`src/rtl/vint_pkg.sv`:
```
package vint_pkg;
  localparam int unsigned NUM_LVLS = 4;
  localparam int unsigned LVL_W    = $clog2(NUM_LVLS);

  typedef enum logic [1:0] {
    ACK_IDLE  = 2'd0,
    ACK_REPLY = 2'd1,
    ACK_MUTE  = 2'd2
  } ack_state_e;
endpackage

```
`src/rtl/vint_pend.sv`:
```
module vint_pend #(
  parameter int unsigned NUM_SLOTS = 8
) (
  input  logic                 clk_i,
  input  logic                 rst_ni,
  input  logic [NUM_SLOTS-1:0] set_i,
  input  logic [NUM_SLOTS-1:0] clr_i,
  output logic [NUM_SLOTS-1:0] pend_o
);
  logic [NUM_SLOTS-1:0] pend_q;

  // set overrides a same-edge clear
  always_ff @(posedge clk_i or negedge rst_ni) begin
    if (!rst_ni) pend_q <= '0;
    else         pend_q <= (pend_q & ~clr_i) | set_i;
  end

  assign pend_o = pend_q;
endmodule

```
`src/rtl/vint_arb.sv`:
```
module vint_arb
  import vint_pkg::*;
#(
  parameter int unsigned NUM_SLOTS = 8,
  parameter int unsigned IDX_W     = $clog2(NUM_SLOTS)
) (
  input  logic [NUM_SLOTS-1:0]       pend_i,
  input  logic [NUM_SLOTS*LVL_W-1:0] lvl_i,
  input  logic [LVL_W-1:0]           cpu_lvl_i,
  output logic                       valid_o,
  output logic [IDX_W-1:0]           idx_o,
  output logic [LVL_W-1:0]           lvl_o
);
  logic [LVL_W-1:0]                lvl_s [NUM_SLOTS];
  logic [NUM_SLOTS-1:0]            qual;
  logic [NUM_SLOTS-1:0]            cand;
  logic [NUM_SLOTS-1:0]            grant;
  logic [NUM_SLOTS:0]              blk;
  logic [NUM_LVLS-1:0][NUM_SLOTS-1:0] hit;
  logic [NUM_LVLS-1:0]             any_lvl;
  logic [LVL_W-1:0]                top;

  for (genvar g = 0; g < NUM_SLOTS; g++) begin : g_slot
    assign lvl_s[g] = lvl_i[g*LVL_W +: LVL_W];
    assign qual[g]  = pend_i[g] && (lvl_s[g] > cpu_lvl_i);
  end

  for (genvar l = 0; l < NUM_LVLS; l++) begin : g_lvl
    for (genvar g = 0; g < NUM_SLOTS; g++) begin : g_hit
      assign hit[l][g] = qual[g] && (lvl_s[g] == LVL_W'(l));
    end
    assign any_lvl[l] = |hit[l];
  end

  // highest populated level
  always_comb begin
    top = '0;
    for (int l = 0; l < NUM_LVLS; l++)
      if (any_lvl[l]) top = LVL_W'(l);
  end

  // position chain: first candidate from slot 0 blocks the rest
  assign blk[0] = 1'b0;
  for (genvar g = 0; g < NUM_SLOTS; g++) begin : g_chain
    assign cand[g]   = qual[g] && (lvl_s[g] == top);
    assign grant[g]  = cand[g] && !blk[g];
    assign blk[g+1]  = blk[g] | cand[g];
  end

  always_comb begin
    idx_o = '0;
    for (int g = 0; g < NUM_SLOTS; g++)
      if (grant[g]) idx_o = idx_o | IDX_W'(g);
  end

  assign valid_o = |qual;
  assign lvl_o   = top;
endmodule

```
`src/rtl/vint_ack.sv`:
```
module vint_ack
  import vint_pkg::*;
#(
  parameter int unsigned NUM_SLOTS = 8,
  parameter int unsigned VEC_W     = 8,
  parameter int unsigned IDX_W     = $clog2(NUM_SLOTS)
) (
  input  logic                       clk_i,
  input  logic                       rst_ni,
  input  logic                       iack_i,
  input  logic                       win_valid_i,
  input  logic [IDX_W-1:0]           win_idx_i,
  input  logic [NUM_SLOTS*VEC_W-1:0] slot_vec_i,
  output logic [NUM_SLOTS-1:0]       clr_o,
  output logic                       reply_o,
  output logic [VEC_W-1:0]           vec_o
);
  ack_state_e       state_q, state_d;
  logic [VEC_W-1:0] vec_q;
  logic             accept;

  assign accept = (state_q == ACK_IDLE) && iack_i && win_valid_i;

  always_comb begin
    state_d = state_q;
    unique case (state_q)
      ACK_IDLE:  if (iack_i) state_d = win_valid_i ? ACK_REPLY : ACK_MUTE;
      ACK_REPLY: if (!iack_i) state_d = ACK_IDLE;
      ACK_MUTE:  if (!iack_i) state_d = ACK_IDLE;
      default:   state_d = ACK_IDLE;
    endcase
  end

  always_ff @(posedge clk_i or negedge rst_ni) begin
    if (!rst_ni) begin
      state_q <= ACK_IDLE;
      vec_q   <= '0;
    end else begin
      state_q <= state_d;
      if (accept) vec_q <= slot_vec_i[win_idx_i*VEC_W +: VEC_W];
    end
  end

  for (genvar g = 0; g < NUM_SLOTS; g++) begin : g_clr
    assign clr_o[g] = accept && (win_idx_i == IDX_W'(g));
  end

  assign reply_o = (state_q == ACK_REPLY);
  assign vec_o   = reply_o ? vec_q : '0;
endmodule

```
`src/rtl/vint_prio_unit.sv`:
```
module vint_prio_unit
  import vint_pkg::*;
#(
  parameter int unsigned NUM_SLOTS = 8,
  parameter int unsigned VEC_W     = 8
) (
  input  logic                       clk_i,
  input  logic                       rst_ni,
  input  logic [NUM_SLOTS-1:0]       req_set_i,
  input  logic [NUM_SLOTS*2-1:0]     slot_lvl_i,
  input  logic [NUM_SLOTS*VEC_W-1:0] slot_vec_i,
  input  logic [1:0]                 cpu_lvl_i,
  output logic                       irq_o,
  output logic [1:0]                 irq_lvl_o,
  input  logic                       iack_i,
  output logic                       reply_o,
  output logic [VEC_W-1:0]           vec_o
);
  localparam int unsigned IDX_W = $clog2(NUM_SLOTS);

  logic [NUM_SLOTS-1:0] pend, clr;
  logic                 win_valid;
  logic [IDX_W-1:0]     win_idx;
  logic [LVL_W-1:0]     win_lvl;

  vint_pend #(.NUM_SLOTS(NUM_SLOTS)) u_pend (
    .clk_i  (clk_i),
    .rst_ni (rst_ni),
    .set_i  (req_set_i),
    .clr_i  (clr),
    .pend_o (pend)
  );

  vint_arb #(.NUM_SLOTS(NUM_SLOTS), .IDX_W(IDX_W)) u_arb (
    .pend_i    (pend),
    .lvl_i     (slot_lvl_i),
    .cpu_lvl_i (cpu_lvl_i),
    .valid_o   (win_valid),
    .idx_o     (win_idx),
    .lvl_o     (win_lvl)
  );

  vint_ack #(.NUM_SLOTS(NUM_SLOTS), .VEC_W(VEC_W), .IDX_W(IDX_W)) u_ack (
    .clk_i       (clk_i),
    .rst_ni      (rst_ni),
    .iack_i      (iack_i),
    .win_valid_i (win_valid),
    .win_idx_i   (win_idx),
    .slot_vec_i  (slot_vec_i),
    .clr_o       (clr),
    .reply_o     (reply_o),
    .vec_o       (vec_o)
  );

  assign irq_o     = win_valid;
  assign irq_lvl_o = win_lvl;
endmodule

```
`config.mk`:
```
export PLATFORM = sky130hd
export DESIGN_NAME = vint_prio_unit
export DESIGN_NICKNAME = d
export VERILOG_FILES = /design/src/rtl/vint_pkg.sv /design/src/rtl/vint_pend.sv /design/src/rtl/vint_arb.sv /design/src/rtl/vint_ack.sv /design/src/rtl/vint_prio_unit.sv
export SDC_FILE = /design/constraint.sdc
export NUM_CORES = 1
export LEC_CHECK = 0
export BUFFER_PORTS_ARGS = -buffer_cell sky130_fd_sc_hd__buf_4
export CORE_AREA = 2 2 72 74
export DETAILED_ROUTE_END_ITERATION = 10
export DIE_AREA = 0 0 74 76
export GPL_TIMING_DRIVEN = 0
export HOLD_SLACK_MARGIN = 0.08
export MAX_ROUTING_LAYER = met4
export PLACE_DENSITY = 0.89
export SETUP_SLACK_MARGIN = 0.3
export SYNTH_ARGS = -nofsm -noshare
export SYNTH_HDL_FRONTEND = slang
export SYNTH_SLANG_ARGS = --single-unit
```
`constraint.sdc`:
```
create_clock -name clk_i -period 4.6 [get_ports clk_i]
set_input_delay 0.46 -clock clk_i [delete_from_list [all_inputs] [get_ports clk_i]]
set_output_delay 0.46 -clock clk_i [all_outputs]
set_load 0.03 [all_outputs]
```
==> results of run 1 <==
==> per-layer routing <==
metal  up-vias  wire length [um]  GRT usage (%)
met2       165              4010           49.1
met1      1304              2980           32.8
met5         -                 0              -
met4         0               237           9.27
met3        22               565           1.98
li1       1305                 -              -
==> state kept, by name, summed over array words and instances (netlist names) <==
register and count:
u_ack.state_q 2, u_ack.vec_q 8, u_pend.pend_o 8
==> worst max-delay path, cell delays in order <==
cell and delay, ns:
buf_4 0.09, clkinvlp_4 0.17, buf_12 0.19, ha_4 0.20
nor2b_1 0.17, o2111ai_2 0.22, o2111ai_1 0.19, or4_1 0.51
buf_2 0.19, or4_1 0.40, and3_1 0.23, or4b_4 0.51
a211oi_4 0.28, buf_6 0.20, a22oi_1 0.08, a21oi_1 0.17
a211o_1 0.12
==> kinds of logic (layout without fill, tap and decap cells) <==
group,Yosys count,count (layout)
compound gates,124,124
fa+ha+maj,18,18
buf+inv,34,149
flops,18,18
mux,2,2
simple gates,66,66
==> metrics by stage <==
stage	instance area, um^2	utilization, %	TNS (ns)	worst slack [ns]
finish	3400	69.2	0	0.423
global route	3400	69.2	0	0.291
CTS	3220	65.5	0	0.302
detailed placement	3130	63.8	-1.02	-0.159
global placement	3130	63.8	-0.251	-0.0723
floorplan	2260	-	0	0.535
==> power by group <==
part           total, mW  switching (mW)  internal, mW  leakage (nW)
clock              0.132          0.0562        0.0761        0.0288
combinational      0.740           0.412         0.328          1.29
sequential         0.231          0.0279         0.203         0.199
==> cell usage in the layout, fill, tap and decap left out, types with 3 or more instances in the layout <==
master	n
clkbuf_2	5
or2_2	3
a222oi_1	5
nand4_1	3
nor2b_4	4
or3_1	4
nand2b_1	5
o2111ai_2	11
a22o_1	9
o211ai_1	3
o21ai_0	9
a2111o_1	4
ha_1	14
and2_1	9
o2111ai_1	13
a21o_1	4
dfrtp_1	18
or4_1	3
buf_4	109
o221ai_1	5
clkbuf_8	4
a22oi_1	17
nor2_1	14
a211o_1	3
inv_1	20
nand2_1	5
a21boi_1	7
a21oi_1	8
clkbuf_1	3
nor2b_1	6
ha_4	4
==> final cells by class <==
class	count	area, um^2	area share (%)
multi-input combinational	210	1800	52.9
timing repair buffer	111	852	25.1
sequential	18	450	13.3
tap	70	87.6	2.58
inverter	22	86.3	2.54
buffer	12	67.6	1.99
clock buffer	4	55.1	1.62
==> repair_timing <==
item,4_1_cts,5_1_grt
pin swaps,1,0
setup buffers,1,5
resized for setup,4,31
hold buffers,1,0
setup endpoints to repair,12,14
hold endpoints to repair,18,0
==> final timing paths <==
check                                           start                         end  slack, ns  cells past startpoint
hold / removal                           req_set_i[6]  u_pend.pend_o[6]$_DFF_PN0_       0.38                      2
hold reg to reg            u_pend.pend_o[1]$_DFF_PN0_  u_pend.pend_o[1]$_DFF_PN0_       0.49                      1
min in group asynchronous                      rst_ni  u_ack.vec_q[3]$_DFFE_PN0P_       0.61                      2
setup reg to reg           u_pend.pend_o[6]$_DFF_PN0_  u_ack.vec_q[4]$_DFFE_PN0P_       0.95                     13
setup / recovery                         cpu_lvl_i[1]  u_ack.vec_q[4]$_DFFE_PN0P_       0.42                     17
max in group asynchronous                      rst_ni  u_pend.pend_o[4]$_DFF_PN0_       3.79                      2
==> summary.md, run 1 <==
| Metric | Value |
|---|---|
| Outcome | `finished, final reports clean` |
| Overall power | `1.10 mW` |
| Mux cell area share after synthesis | `0.884%` |
| Sequential fraction of the synthesis area | `19.9%` |
| Min Hold Slack | `0.377 ns` |
| Critical path launch point type | `input port` |
| Syn Inst Count | `262` |
| Hold/Removal Path Class | `in2reg` |
| Via count | `2796` |
| Slew @ Worst Pin | `0.621 ns` |
| Vias per cell | `6.26` |
| Detail Placement HPWL | `6.13 mm` |
| Seq cells post-synth | `18` |
| # DRC | `0` |
| DRT iter0 DRCs | `197` |
| Rows | `26` |
| DIE AREA | `5620 um^2` |
| Largest net degree at the start of global routing | `19` |
| ANT nets after route | `0` |
| First drt pass iteration count | `8` |
| Crit-path max FO | `10` |
| Total track usage | `27.9%` |
| Layout cell share with drive strength beyond 1 | `41.4%` |
| CP Data Required Time | `4.80 ns` |
| Die H | `76 um` |
| Slew headroom | `58.1%` |
| DRT Wirelength | `7.79 mm` |
| Maximum clock frequency | `239 MHz` |
| VDD IR-drop max | `216 uV` |
| Kind of end point of the critical path | `register` |
| Initial core utilization | `46.1%` |
| CTS Root Buffer Type | `clkbuf_8` |
| Ys flop type | `dfrtp_1` |
| Post-Place Cells | `436` |
| CTS Buf Count | `3` |
| Routed len/inst | `17.4 um` |
| Post-route insts no fill | `447` |
| First-pass GRT wire length | `12.4 mm` |
| Final slew viol count | `0` |
| Endpoints failing hold | `0` |
| Post-Synth XOR/XNOR Area | `0%` |
| Layout Nets | `489` |
| Post-Syn Nets | `373` |
| Routability cong. | `0.922` |
| Commonest cells in the netlist | `inv_1 (21), o2111ai_1 (21), dfrtp_1 (18), ha_1 (18), a22oi_1 (17)` |
| Skew-Pair Late Insertion Delay | `0.26 ns` |
| Synth Warn # | `0` |
| Initial antenna violation count | `0` |
| Avg Cell Area, Syn | `8.64 um^2` |
| Maxcap violations | `0` |
| Vias in the first global route | `2777` |
| Boundary pin count | `105` |
| # port buffers | `104` |
| Horiz. Die Dim | `74 um` |
| PD cells | `325 nW/um^2` |
| Leak Pwr | `1.52 nW` |
| CP arrival | `4.38 ns` |
| Setup Viol. Count Final | `0` |
| Unrepaired setup endpoints after global routing | `false` |
| Number of synthesized flops with an enable pin | `0` |
| Simple-Gate Fraction of Synth Area | `17.7%` |
| CTS tree | `done` |
| Fraction of registers with async set/reset | `100%` |
| Area growth syn-to-layout | `50.1%` |
| Crit path time final | `4.18 ns` |
| Synth area leader | `dfrtp_1` |
| Final Cycle Share | `90.8%` |
| H-tree depth | `1` |
| Core Area | `4910 um^2` |
| Max Buffers Root-to-Sink | `2` |
| WS Path Type | `in2reg` |
| Area share of the largest cell type after synthesis | `19.9%` |
| Setup Skew | `0.00202 ns` |
| GRT overflow | `0` |
| Ant diodes | `0` |
| Main combinational cell family by area after synthesis | `compound AO/OA/AOI/OAI gates` |
| Synth top area cells | `dfrtp_1 (20%), ha_1 (9.9%), o2111ai_1 (8.1%), a22oi_1 (5.6%), a22o_1 (3.5%)` |
| Filler cells | `389` |
| Cell variety after synth | `55` |
| Post-Synth Adder-Cell Area | `9.94%` |
| Post-Syn Area | `2260 um^2` |
| Worst-path clk slew | `0.07 ns` |
| Clock tree sinks | `18` |
| Compound-Gate Fraction of Synth Area | `45.5%` |
No activity file was read; power rests on OpenSTA's default activity.
==> run 2, diff against run 1 <==
--- a/config.mk
+++ b/config.mk
@@ -13,6 +13,7 @@
 export HOLD_SLACK_MARGIN = 0.08
 export MAX_ROUTING_LAYER = met4
 export PLACE_DENSITY = 0.89
+export REMOVE_ABC_BUFFERS = 1
 export SETUP_SLACK_MARGIN = 0.3
 export SYNTH_ARGS = -nofsm -noshare
 export SYNTH_HDL_FRONTEND = slang
==> summary.md, run 2 (synthesis results as in run 1) <==
| Metric | Value |
|---|---|
| Via count | `2704` |
| Area growth syn-to-layout | `40.8%` |
| Cell family with most CP delay | `simple AND/OR/NAND/NOR gates` |
| Sw Share | `45.3%` |
| WS Path Type | `in2reg` |
| PD cells | `324 nW/um^2` |
| Final slew viol count | `0` |
| Largest net degree at the start of global routing | `19` |
| Die H | `76 um` |
| CP Cell Sequence | `buf_4 -> clkinvlp_4 -> ha_1 -> nor2b_1 -> o2111ai_1 -> o2111ai_1 -> or4_4 -> or4_1 -> and3_1 -> or4b_4 -> a211oi_4 -> buf_12 -> a22o_1 -> nor2_1 -> o221ai_1` |
| Overall power | `1.03 mW` |
| Initial core utilization | `46.1%` |
| Routability cong. | `1.01` |
| Combinational share of power | `67.3%` |
| Layout cell share with drive strength beyond 1 | `36.5%` |
| Most frequent CP cell | `o2111ai_1` |
| DIE AREA | `5620 um^2` |
| Core Area | `4910 um^2` |
| CTS tree | `done` |
| Leak Pwr | `1.44 nW` |
| First drt pass iteration count | `6` |
| Total track usage | `26.3%` |
| Vias per cell | `6.30` |
| Hold/Removal Path Class | `in2reg` |
| ANT nets after route | `0` |
| Max Buffers Root-to-Sink | `2` |
| Buf+Inv Stages, Crit Path | `3` |
| Horiz. Die Dim | `74 um` |
| Layout Nets | `472` |
| GRT overflow | `0` |
| Clock tree sinks | `18` |
| VDD IR-drop max | `205 uV` |
| Maximum clock frequency | `242 MHz` |
| Detail Placement HPWL | `5.74 mm` |
| Commonest non-fill, non-tap cells in the layout | `buf_4 (104), o2111ai_1 (21), inv_1 (20)` |
| Final Cycle Share | `89.8%` |
| Skew-Pair Late Insertion Delay | `0.25 ns` |
| Setup Skew | `0.00240 ns` |
| Boundary pin count | `105` |
| H-tree depth | `1` |
| Slew @ Worst Pin | `0.617 ns` |
| Maxcap violations | `0` |
| Worst-path clk slew | `0.07 ns` |
| Crit-path max FO | `17` |
| Unrepaired setup endpoints after global routing | `false` |
| Area post-placement | `3080 um^2` |
| Ant diodes | `0` |
| Clock Power Share | `10.6%` |
| Sequential fraction of design power | `22.1%` |
| Cell-internal power | `566 uW` |
| Initial antenna violation count | `0` |
| Endpoints failing hold | `0` |
| CTS Buf Count | `3` |
| First-pass GRT wire length | `11.8 mm` |
| Final worst slack | `0.470 ns` |
| Final setup TNS | `0 ns` |
| CTS Root Buffer Type | `clkbuf_8` |
| Crit path time final | `4.13 ns` |
| DRT Wirelength | `7.29 mm` |
| Rows | `26` |
| Crit path max-delay cell type | `or4_4` |
| Commonest non-fill, non-tap cell in the layout | `buf_4` |
| Critical path launch point type | `input port` |
| Min Hold Slack | `0.388 ns` |
| Kind of end point of the critical path | `register` |
| Slew headroom | `58.9%` |
| Finished Cell Area | `3190 um^2` |
| # DRC | `0` |
| Vias in the first global route | `2722` |
| Routed len/inst | `17.0 um` |
| Place WS | `-0.241 ns` |
| Setup Viol. Count Final | `0` |
| CP Data Required Time | `4.76 ns` |
| DRT iter0 DRCs | `261` |
| CP arrival | `4.29 ns` |
| Outcome | `finished, final reports clean` |
| Critical Path Max Stage Delay | `0.64 ns` |
| Psw | `469 uW` |
| # port buffers | `104` |
| Filler cells | `426` |
[run 2: power by group through the flow]
| stage | Clock [mW] | Sequential, mW | Combinational, mW |
|---|---|---|---|
| final | 0.109 | 0.229 | 0.697 |
| after global routing | 0.115 | 0.231 | 0.753 |
| after CTS | 0.109 | 0.227 | 0.680 |
| after detailed placement | 0 | 0.229 | 0.660 |
| after global placement | 0 | 0.227 | 0.646 |
| after floorplan | 0 | 0.221 | 0.445 |
[run 2: per-stage QoR]
stage / util (%) / cells
floorplan: - / 250
global placement: 62.7 / 424
detailed placement: 62.8 / 424
CTS: 64.5 / 429
global route: 64.9 / 429
finish: 64.9 / 429
[run 2: cell type report]
type                    instances  area [um^2]  area share, %
well taps                      70         87.6           2.75
repair buffers                106          811           25.4
inverters                      22         86.3           2.71
flip-flops and latches         18          450           14.1
clock buffers                   3         41.3           1.30
multi-input cells             210         1710           53.7
[run 2: timing repair]
action,4_1_cts,5_1_grt
setup buffers,1,0
pin swaps,1,0
hold buffers,1,0
hold endpoints to repair,18,0
resized for setup,2,6
endpoints found under the setup margin,11,12
[run 2: final timing paths]
kind | from | endpoint | slack [ns] | depth (start not counted)
min in group asynchronous | rst_ni | u_ack.vec_q[1]$_DFFE_PN0P_ | 0.62 | 2
worst max register to register | u_pend.pend_o[2]$_DFF_PN0_ | u_ack.vec_q[2]$_DFFE_PN0P_ | 1.00 | 12
worst min-delay path | req_set_i[0] | u_pend.pend_o[0]$_DFF_PN0_ | 0.39 | 2
max in group asynchronous | rst_ni | u_pend.pend_o[5]$_DFF_PN0_ | 3.79 | 2
worst min register to register | u_pend.pend_o[1]$_DFF_PN0_ | u_pend.pend_o[1]$_DFF_PN0_ | 0.47 | 1
worst max-delay path | cpu_lvl_i[1] | u_ack.vec_q[2]$_DFFE_PN0P_ | 0.47 | 15
[run 2: worst reg2reg max path, cell delays in order, from the launching register on]
cell and delay [ns]:
dfrtp_1 0.41, a21boi_1 0.19, o2111ai_2 0.12, o2111ai_1 0.20, or4_4 0.65, or4_1 0.42, and3_1 0.23, or4b_4 0.51
a211oi_4 0.26, buf_12 0.18, a22o_1 0.14, nor2_1 0.05, o221ai_1 0.16
[run 2: metal layers]
layer	part of all wire [%]	track usage [%]	vias to the layer above	wire length [um]
met4	1.3	7.45	0	97
met2	51	44.5	147	3700
met3	8.1	3.44	14	593
met5	0	-	-	0
met1	40	32.4	1279	2900
li1	-	-	1264	-
